[config.mk]
export PLATFORM = sky130hd
export DESIGN_NAME = adc_pwr_seq
export DESIGN_NICKNAME = d
export VERILOG_FILES = /design/src/rtl/adc_pwr_seq.sv
export SDC_FILE = /design/constraint.sdc
export NUM_CORES = 1
export LEC_CHECK = 0
export BUFFER_PORTS_ARGS = -buffer_cell sky130_fd_sc_hd__buf_2
export CAP_MARGIN = 5
export CORE_MARGIN = 3
export CORE_UTILIZATION = 55
export DETAILED_ROUTE_END_ITERATION = 10
export PLACE_DENSITY = 0.83
export SYNTH_ARGS = -nofsm -noshare
export SYNTH_HDL_FRONTEND = slang
export SYNTH_SLANG_ARGS = --single-unit
[constraint.sdc]
create_clock -name clk -period 3.5 [get_ports clk]
set_input_delay 0.175 -clock clk [delete_from_list [all_inputs] [get_ports clk]]
set_output_delay 0.175 -clock clk [all_outputs]
set_load 0.1 [all_outputs]
[src/rtl/adc_pwr_seq.sv]
module adc_pwr_seq #(
  parameter int CLK_NS          = 5,
  parameter int NAP_WAKE_NS     = 300,
  parameter int SBY_WAKE_INT_NS = 500_000_000,
  parameter int SBY_WAKE_EXT_NS = 80_000,
  parameter int QUIET_NS        = 100,
  parameter int CNV_PULSE_NS    = 10,
  parameter int RD_PULSE_NS     = 30,
  parameter int OVR_W           = 8
) (
  input  logic             clk,
  input  logic             rst_n,
  input  logic             sample_tick,
  input  logic [1:0]       policy,
  input  logic             ext_ref,
  input  logic             busy,
  output logic             nap_o,
  output logic             stby_o,
  output logic             convst_n_o,
  output logic             rd_n_o,
  output logic             ready_o,
  output logic             cfg_err_o,
  output logic [OVR_W-1:0] overrun_cnt_o
);

  function automatic int ns2cyc(input int ns);
    int c;
    c = (ns + CLK_NS - 1) / CLK_NS;
    return (c < 1) ? 1 : c;
  endfunction

  localparam int NAP_CYC     = ns2cyc(NAP_WAKE_NS);
  localparam int SBY_INT_CYC = ns2cyc(SBY_WAKE_INT_NS);
  localparam int SBY_EXT_CYC = ns2cyc(SBY_WAKE_EXT_NS);
  localparam int QUIET_CYC   = ns2cyc(QUIET_NS);
  localparam int CNV_CYC     = ns2cyc(CNV_PULSE_NS);
  localparam int RD_CYC      = ns2cyc(RD_PULSE_NS);

  typedef enum logic [2:0] {S_IDLE, S_SLEEP, S_WAKE, S_CNV, S_WBF, S_WBR, S_RD} st_t;

  st_t             st;
  logic            kind;
  logic [31:0]     cnt;
  logic [31:0]     qcnt;
  logic            pend;
  logic            err;
  logic [OVR_W-1:0] ovr;

  wire illegal  = (policy == 2'b01) && !ext_ref;
  wire eff_sby  = (policy == 2'b10);
  wire eff_lp   = eff_sby || ((policy == 2'b01) && ext_ref);
  wire quiet_ok = (qcnt == 32'(QUIET_CYC));
  wire consume  = (st == S_IDLE) && pend && quiet_ok;
  wire [31:0] wake_len = kind ? (ext_ref ? 32'(SBY_EXT_CYC) : 32'(SBY_INT_CYC))
                              : 32'(NAP_CYC);

  assign nap_o         = (st == S_SLEEP) && !kind;
  assign stby_o        = (st == S_SLEEP) && kind;
  assign convst_n_o    = (st != S_CNV);
  assign rd_n_o        = (st != S_RD);
  assign ready_o       = (st == S_IDLE) && quiet_ok;
  assign cfg_err_o     = err;
  assign overrun_cnt_o = ovr;

  always_ff @(posedge clk) begin
    if (!rst_n) begin
      st   <= S_IDLE;
      kind <= 1'b0;
      cnt  <= '0;
      qcnt <= 32'(QUIET_CYC);
      pend <= 1'b0;
      err  <= 1'b0;
      ovr  <= '0;
    end else begin
      pend <= consume ? sample_tick : (pend | sample_tick);
      if (sample_tick && pend && !consume && (ovr != '1)) ovr <= ovr + 1'b1;
      if (illegal) err <= 1'b1;
      if (st == S_RD) qcnt <= '0;
      else if (!quiet_ok) qcnt <= qcnt + 32'd1;
      case (st)
        S_IDLE:
          if (consume) begin
            st  <= S_CNV;
            cnt <= 32'(CNV_CYC - 1);
          end else if (!pend && eff_lp) begin
            st   <= S_SLEEP;
            kind <= eff_sby;
          end
        S_SLEEP:
          if (pend || !eff_lp || (eff_sby != kind)) begin
            st  <= S_WAKE;
            cnt <= wake_len - 32'd1;
          end
        S_WAKE:
          if (cnt == '0) st <= S_IDLE;
          else cnt <= cnt - 32'd1;
        S_CNV:
          if (cnt == '0) st <= S_WBF;
          else cnt <= cnt - 32'd1;
        S_WBF:
          if (!busy) st <= S_WBR;
        S_WBR:
          if (busy) begin
            st  <= S_RD;
            cnt <= 32'(RD_CYC - 1);
          end
        S_RD:
          if (cnt == '0) st <= S_IDLE;
          else cnt <= cnt - 32'd1;
        default: st <= S_IDLE;
      endcase
    end
  end

  a_r4_no_cnv_in_lowpower: assert property (@(posedge clk) disable iff (!rst_n)
    !convst_n_o |-> (!nap_o && !stby_o));

  a_r7_no_read_while_busy: assert property (@(posedge clk) disable iff (!rst_n)
    !rd_n_o |-> busy);

  a_r7_strobes_exclusive: assert property (@(posedge clk) disable iff (!rst_n)
    !convst_n_o |-> rd_n_o);

  a_r5_err_sticky: assert property (@(posedge clk) disable iff (!rst_n)
    cfg_err_o |=> cfg_err_o);

  a_r5_no_nap_internal_ref: assert property (@(posedge clk) disable iff (!rst_n)
    (nap_o && !ext_ref) |=> !nap_o);

  a_r8_quiet_before_start: assert property (@(posedge clk) disable iff (!rst_n)
    $fell(convst_n_o) |-> quiet_ok);

  a_r9_overrun_monotonic: assert property (@(posedge clk) disable iff (!rst_n)
    1'b1 |=> (overrun_cnt_o >= $past(overrun_cnt_o)));

endmodule

======== Word-level counts from Yosys, hierarchy flattened ========
Index checks and enable logic that the tools add are counted.
operators by class
  $add $sub $neg .......................... 4
  equality and inequality tests ........... 22
  muxes and demuxes ....................... 18
  bitwise operators ....................... 3
  reductions and logical operators ........ 28
operators with widths
  cell                                                   count
  2-to-1 mux 32 bit                                      4
  case mux 32 bit (4 select lines)                       1
  2-to-1 mux 27 bit                                      2
  adder 32 x 1 -> 32 bit, second input constant          1
  equality test 32 x 5 -> 1 bit, second input constant   1
  logical NOT 32 bit                                     1
  subtractor 32 x 1 -> 32 bit, second input constant     1
  subtractor 27 x 1 -> 28 bit, second input constant     1
  2-to-1 mux 3 bit                                       7
  case mux 3 bit (6 select lines)                        1
  logical AND 1 bit                                      11
  2-to-1 mux 5 bit                                       2
  inequality test 2 bit, second input constant           5
  equality test 3 bit, second input constant             3
  adder 8 x 1 -> 8 bit, second input constant            1
  inequality test 8 bit, second input constant           1
  equality test 3 x 2 -> 1 bit, second input constant    2
  inequality test 2 x 1 -> 1 bit, second input constant  3
  inequality test 3 x 2 -> 1 bit, second input constant  2
  AND reduction 6 bit                                    1
  logical NOT 1 bit                                      5
  AND reduction 5 bit                                    1
  nonzero test 4 bit                                     1
  OR reduction 2 bit                                     2
  other kinds (12)                                       15
storage, ports and cells
  register bits after elaboration ......... 78
  bits of input ports ..................... 7
  output and inout port bits .............. 14
  logic and storage cells ................. 83

======== Depth between registers and ports, before layout ========
Gate-level depths: netlist (run 1).
  word-level depth ........................ 8
  gate-level depth with buffers ........... 11
  gate-level depth less buffers ........... 8

======== Worst setup path before layout (run 1) ========
No wires, ideal clock.
  kind .................................... reg2out
  start point ............................. reg qcnt[0]
  end point ............................... out ready_o
  data arrival time ....................... 2.651 ns
  data required time ...................... 3.325 ns
  setup slack ............................. 0.674 ns
  stages on the path, launching flop included .. 8
  path buffers ............................ 1
  cells stage by stage .................... dfxtp_1 inv_1 ha_1 nor4bb_1 nand4_1 or2_2 clkbuf_1 nor2_1
on the way
  word-level cells in the longest chain between the ends .. 2
ends and longest elaborated chain
  item                           line  RTL
  start, declared                44    logic [31:0] qcnt;
  start signal, assigned         70    qcnt <= 32'(QUIET_CYC);
  start signal, assigned         79    else if (!quiet_ok) qcnt <= qcnt + 32'd1;
  equality test 32 x 5 -> 1 bit  52    wire quiet_ok = (qcnt == 32'(QUIET_CYC));
  logical AND 1 bit              61    assign ready_o = (st == S_IDLE) && quiet_ok;
  end, declared                  21    output logic ready_o,
No other way between the ends.

======== Final worst setup path (run 1) ========
  start point ............................. reg cnt[1]
  end point ............................... reg cnt[16]
on the way
  word-level cells in the longest chain between the ends .. 3
  elaborated cells between the ends (all ways) .. 6
  those cells by class .................... add/sub (1); eq/ne (1); mux (2); reduce/logical (2)
ends and longest elaborated chain
  item                                                                            line  RTL
  start, declared                                                                 43    logic [31:0] cnt;
  start signal, assigned                                                          84    cnt <= 32'(CNV_CYC - 1);
  start signal, assigned                                                          92    cnt <= wake_len - 32'd1;
  start signal, assigned                                                          96    else cnt <= cnt - 32'd1;
  subtractor 32 x 1 -> 32 bit / logical NOT 32 bit (equally long branches)        --
  2-to-1 mux 32 bit / inequality test 2 bit (equally long branches)               --
  case mux 32 bit (4 select lines) / AND reduction 5 bit (equally long branches)  --
Several ways; a longest one is shown, not always the timed one. The select of a mux whose other input is x is not followed.
A chain may end at the register's enable or synchronous reset.

==> metrics.yaml, run 1 <==
worst_hold_path:
  holdPathStages: 3
  hp-start: "sample_tick"
  hold_path.class: "in2reg"
  min_to: "pend"
synth:
  yosysWarnings: 0
  synth-edff-count: 0
  dominantRegCellSynth: "dfxtp_1"
  ys_ff_latch: 78
  syn-instance-count: 516
  synth-async-reset-ratio: 0
  synth.cell_area_um2: 4190
  synth_nets: 527
  ys_seq_area_frac: 0.373
  syn_area_per_cell_um2: 8.11
  ys_types: 62
detailed_routing:
  final_antenna_net_count: 0
  wl_per_cell_um: 15.0
  wl_um: 9420
  dr.pass1.iters: 4
  drcViolationCount: 0
  viasPerCell: 6.13
  vias: 3864
  dr.first_iter.drc_count: 246
cells_and_area:
  area.growth.synth_to_final_pct: 7.62
  multi_input_area_um2: 2430
  fillers: 599
  seq_area_um2: 1560
  drive_gt1_frac: 0.111
  antenna_cells: 0
  nets: 537
sta:
  skew_ns: 0.00489
  worst_pin_slew_ns: 0.960
  fmaxAchievable_ghz: 0.327
  drv_slew: 0
  finalHoldViolCount: 0
  relSlewSlack: 0.359
  setup_tns_ns: 0
  period_share: 0.875
  rsz0062_at_grt: "false"
  finalCriticalPeriod_ns: 3.06
  timing.final.ws_setup_ns: 0.437
  setup_viol: 0
clock_tree:
  cts_max_path_buffers: 2
  root_buffer: "clkbuf_8"
  clock-sinks: 78
  cts_tree: "built"
  cts_hold_buf: 0
  cts_resized: 0
  post-cts-setup-buffers: 0
  insertion_delay_ns: 0.34
  cts.clk_slew.worst_paths_ns: 0.08
  cts_buffers: 9
  cts_max_level: 3
placement:
  dp_slack_ns: 0.499
  io_buffers: 20
  post-dp-hpwl_um: 6420
  gp_congestion: 0.893
global_routing:
  grt_pass1_vias: 3573
  grt_pass1_wl_um: 16300
  overflow: 0
  grt_max_degree: 32
  antenna_found_initial: 0
  track_usage: 0.228
floorplan:
  initial_core_util: 0.571
  core_um2: 7330
  dieArea_um2: 8690
  rows: 31
  boundaryPins: 21
  die_height_um: 93.2
  die_width_um: 93.2
worst_setup_path:
  worst_ep_required_time_ns: 3.74
  cp_max_fo: 31
  worstSetupPathType: "reg2reg"
  reg2reg_from: "cnt[1]"
  cp-end-kind: "flop"
  reg2reg_to: "cnt[16]"
  arrival_ns: 3.31
  start_kind: "flop"
  worstRegToRegCells: 8
  worst-r2r-setup-slack_ns: 0.44
power:
  power_density_nw_per_um2: 700
  p_leak_nw: 1.68
  vdd_drop_max_uv: 471
  finalPower_mw: 3.15
run:
  drv_cap: 0
run_status:
  status: "complete, no violations"
worst max-delay path, cell delays in order, from the launching register on:
cell and delay (ns):
dfxtp_1 0.34, inv_1 0.09, ha_1 0.19, or3b_2 0.55, or4_4 0.47, or4_4 0.54, nand3_2 0.44, nor2_1 0.12
a32o_1 0.23
metrics by stage:
stage | util | hold WS [ns] | instances | cell area (um^2)
global placement | 0.587 | 0.425 | 614 | 4310
CTS | 0.615 | 0.0641 | 630 | 4510
detailed placement | 0.587 | 0.431 | 614 | 4310
floorplan | - | 0.292 | 516 | 4190
finish | 0.615 | 0.0742 | 630 | 4510
global route | 0.615 | 0.0756 | 630 | 4510
cell type report:
type | count | share of cell area
clock buffer | 10 | 0.0305
tap | 99 | 0.0275
clock inverter | 6 | 0.0136
timing repair buffer | 25 | 0.0305
multi-input combinational | 399 | 0.540
inverter | 13 | 0.0108
sequential | 78 | 0.347
Yosys cell counts, drive strengths merged, types with 4 or more instances:
master	count	share of area
o31a	4	0.0084
nand3	22	0.029
and4	5	0.010
o21ai	38	0.045
xnor2	18	0.038
o311ai	4	0.0084
or2	4	0.0060
inv	13	0.012
dfxtp	78	0.37
nor3	18	0.022
o31ai	14	0.025
nand2b	8	0.012
xor2	15	0.031
and3	13	0.021
nor2	58	0.053
nor2b	5	0.0075
clkbuf	21	0.019
mux2i	5	0.012
nor4	12	0.019
a21oi	24	0.030
ha	4	0.012
or3	11	0.016
buf	5	0.015
or4	14	0.028
o22ai	6	0.0090
nand2	45	0.040
a32o	5	0.012
nand4	12	0.018
routing by layer:
metal,share of wire,vias to the layer above,global-route usage
li1,-,1905,-
met1,0.48,1848,0.310
met2,0.46,96,0.357
met3,0.049,15,0.0451
met4,0.016,0,0.0855
met5,0,-,0
cell usage in the layout, fill, tap and decap left out, types with 12 or more instances in the layout:
master / netlist / routed
xnor2_1: 18 / 18
a21oi_1: 23 / 23
dfxtp_1: 78 / 78
and3_1: 12 / 12
nand2_1: 45 / 45
nand3_1: 20 / 20
o21ai_1: 12 / 12
nor2_1: 56 / 56
nor3_1: 18 / 18
o21ai_0: 26 / 26
nand4_1: 12 / 12
inv_1: 13 / 13
xor2_1: 15 / 15
o31ai_1: 14 / 14
buf_2: 1 / 20
flip-flops by register name, indices dropped and copies added, names as in the netlist:
name	flops
cnt	32
st	3
pend	1
overrun_cnt_o	8
qcnt	32
cfg_err_o	1
kind	1
where the power goes:
| group | internal (mW) | switching (mW) |
|---|---|---|
| Clock | 0.347 | 0.342 |
| Combinational | 0.454 | 0.885 |
| Sequential | 0.991 | 0.134 |
| Total | 1.79 | 1.36 |
how the worst max path moves through the flow:
stage | startpoint | to | slack (ns) | cells after the start
5_1_grt | cnt[0] | cnt[16] | 0.29 | 8
3_3_place_gp | cnt[1] | cnt[16] | 0.55 | 8
2_1_floorplan | qcnt[0] | ready_o | 0.67 | 7
3_5_place_dp | cnt[1] | cnt[16] | 0.50 | 8
6_report | cnt[1] | cnt[16] | 0.44 | 8
4_1_cts | cnt[1] | cnt[16] | 0.46 | 8
logic make-up after synthesis:
logic type,count (synthesis),share of synthesized area
AO/OA/AOI/OAI,116,0.180
multiplexers,6,0.0146
XOR/XNOR,33,0.0690
flip-flops,78,0.373
buffers and inverters,39,0.0454
adder cells (fa/ha/maj),4,0.0120
AND/OR/NAND/NOR,240,0.306
Note: power is estimated with default switching activity, not from simulation.
==> run 2: changes to the inputs <==
Clock period 3.5 ns to 2.9 ns, I/O delays scaled along.
==> run 2 against run 1 <==
  * Count of clock-buffer cells in the layout grew 1
  * Sequential power is 21% higher
  * Critical path depth unchanged
  * Global-route usage increased by 1.1 points
  * Hold slack worse by 0.030 ns
  * Final cell count grew 0.79%
  * Flip-flop and latch count unchanged
  * Critical path type unchanged
  * Critical endpoint is now cnt[28]
  * Largest cell class unchanged
==> metrics.yaml, run 2 (synthesis results as in run 1) <==
sta:
  finalHoldViolCount: 0
  rsz0062_at_grt: "false"
  skew_ns: 0.00744
  setup_viol: 0
  period_share: 0.963
  timing.final.ws_setup_ns: 0.108
  worst_pin_slew_ns: 0.708
  setup_tns_ns: 0
  drv_slew: 0
  finalCriticalPeriod_ns: 2.79
  fmaxAchievable_ghz: 0.358
  relSlewSlack: 0.522
worst_setup_path:
  cp_cell_sequence: "inv_1, ha_1, or3b_2, or4_4, or4_4, and3_4, a21o_1, a21oi_2"
  start_kind: "flop"
  arrival_ns: 3.08
  worstSetupPathType: "reg2reg"
  max_stage_delay_ns: 0.56
  path_common_cell: "or4_4"
  cp_max_fo: 21
  worst_ep_required_time_ns: 3.19
  slowest_stage: "or4_4"
  worst-path-buf-inv: 1
  cp_top_family: "simple AND/OR/NAND/NOR gates"
  cp-end-kind: "flop"
floorplan:
  die_height_um: 93.2
  rows: 31
  initial_core_util: 0.571
  die_width_um: 93.2
  core_um2: 7330
  boundaryPins: 21
  dieArea_um2: 8690
detailed_routing:
  vias: 3934
  wl_um: 9830
  drcViolationCount: 0
  dr.pass1.iters: 5
  dr.first_iter.drc_count: 253
  final_antenna_net_count: 0
  wl_per_cell_um: 15.5
  viasPerCell: 6.20
cells_and_area:
  nets: 542
  antenna_cells: 0
  layout_common_cells: "dfxtp_1, nor2_1, nand2_1"
  layout.cells.non_filler: 635
  design_area_um2: 4570
  multi_input_area_um2: 2440
  final_common_cell: "dfxtp_1"
  area.growth.synth_to_final_pct: 9.12
  drive_gt1_frac: 0.118
  fillers: 596
  seq_area_um2: 1560
clock_tree:
  cts.clk_slew.worst_paths_ns: 0.08
  cts_hold_buf: 0
  root_buffer: "clkbuf_8"
  insertion_delay_ns: 0.35
  cts_max_level: 3
  clock-sinks: 78
  cts_resized: 0
  cts_max_path_buffers: 2
  cts_buffers: 9
  post-cts-setup-buffers: 0
  cts_tree: "built"
placement:
  placed_cell_area_um2: 4360
  gp_congestion: 0.932
  placed_cells: 619
  dp_slack_ns: 0.112
  io_buffers: 20
  post-dp-hpwl_um: 6720
power:
  finalPower_mw: 3.97
  vdd_drop_max_uv: 719
  power_density_nw_per_um2: 868
  p_leak_nw: 1.71
run_status:
  status: "complete, no violations"
global_routing:
  grt_max_degree: 38
  grt_pass1_vias: 3675
  track_usage: 0.239
  antenna_found_initial: 0
  grt_pass1_wl_um: 17200
  overflow: 0
run:
  drv_cap: 0
worst_hold_path:
  hold_path.class: "in2reg"
[run 2: changes by cell type in the layout (fill, tap and decap cells not counted)]
cell        previous run  this run
nand3_4                0         1
clkinvlp_4             1         2
nand3_2                2         1
buf_6                  0         1
buf_12                 0         1
buf_4                  5         8
clkbuf_1               0         1
clkinv_2               3         1
[run 2: layout make-up]
| cell class | count | area share |
|---|---|---|
| Clock inverter | 5 | 0.0129 |
| Multi-Input combinational cell | 399 | 0.535 |
| Sequential cell | 78 | 0.342 |
| Tap cell | 99 | 0.0271 |
| Inverter | 13 | 0.0107 |
| Timing Repair Buffer | 30 | 0.0419 |
| Clock buffer | 11 | 0.0310 |
[run 2: layer usage]
metal,global-route usage,share of wire,routed length (um),vias up
li1,-,-,-,1921
met3,0.0491,0.058,568,19
met4,0.0855,0.017,166,0
met1,0.322,0.46,4510,1861
met2,0.379,0.47,4590,133
met5,0,0,0,-
[run 2: stage by stage]
stage	hold WS [ns]	utilization
floorplan	0.262	-
global placement	0.393	0.594
global route	0.0725	0.623
detailed placement	0.404	0.594
finish	0.0439	0.623
CTS	0.0371	0.622
[run 2: final timing paths]
check	startpoint	endpoint	slack, ns	cells past startpoint
worst max-delay path	cnt[1]	cnt[28]	0.11	8
worst min-delay path	sample_tick	pend	0.04	3
worst max register to register	cnt[1]	cnt[28]	0.11	8
worst min register to register	cfg_err_o	cfg_err_o	0.47	2
[run 2: where the power goes]
part / switching (mW) / internal (mW)
sequential: 0.163 / 1.20
clock: 0.405 / 0.422
combinational: 1.14 / 0.643
total: 1.71 / 2.26
[run 2: worst register-to-register path: cells and delay by family, from the launching register on]
family	cells	cell delay [ns]
compound gates	2	0.29
fa+ha+maj	1	0.18
simple gates	4	1.80
buf+inv	1	0.11
flops	1	0.35
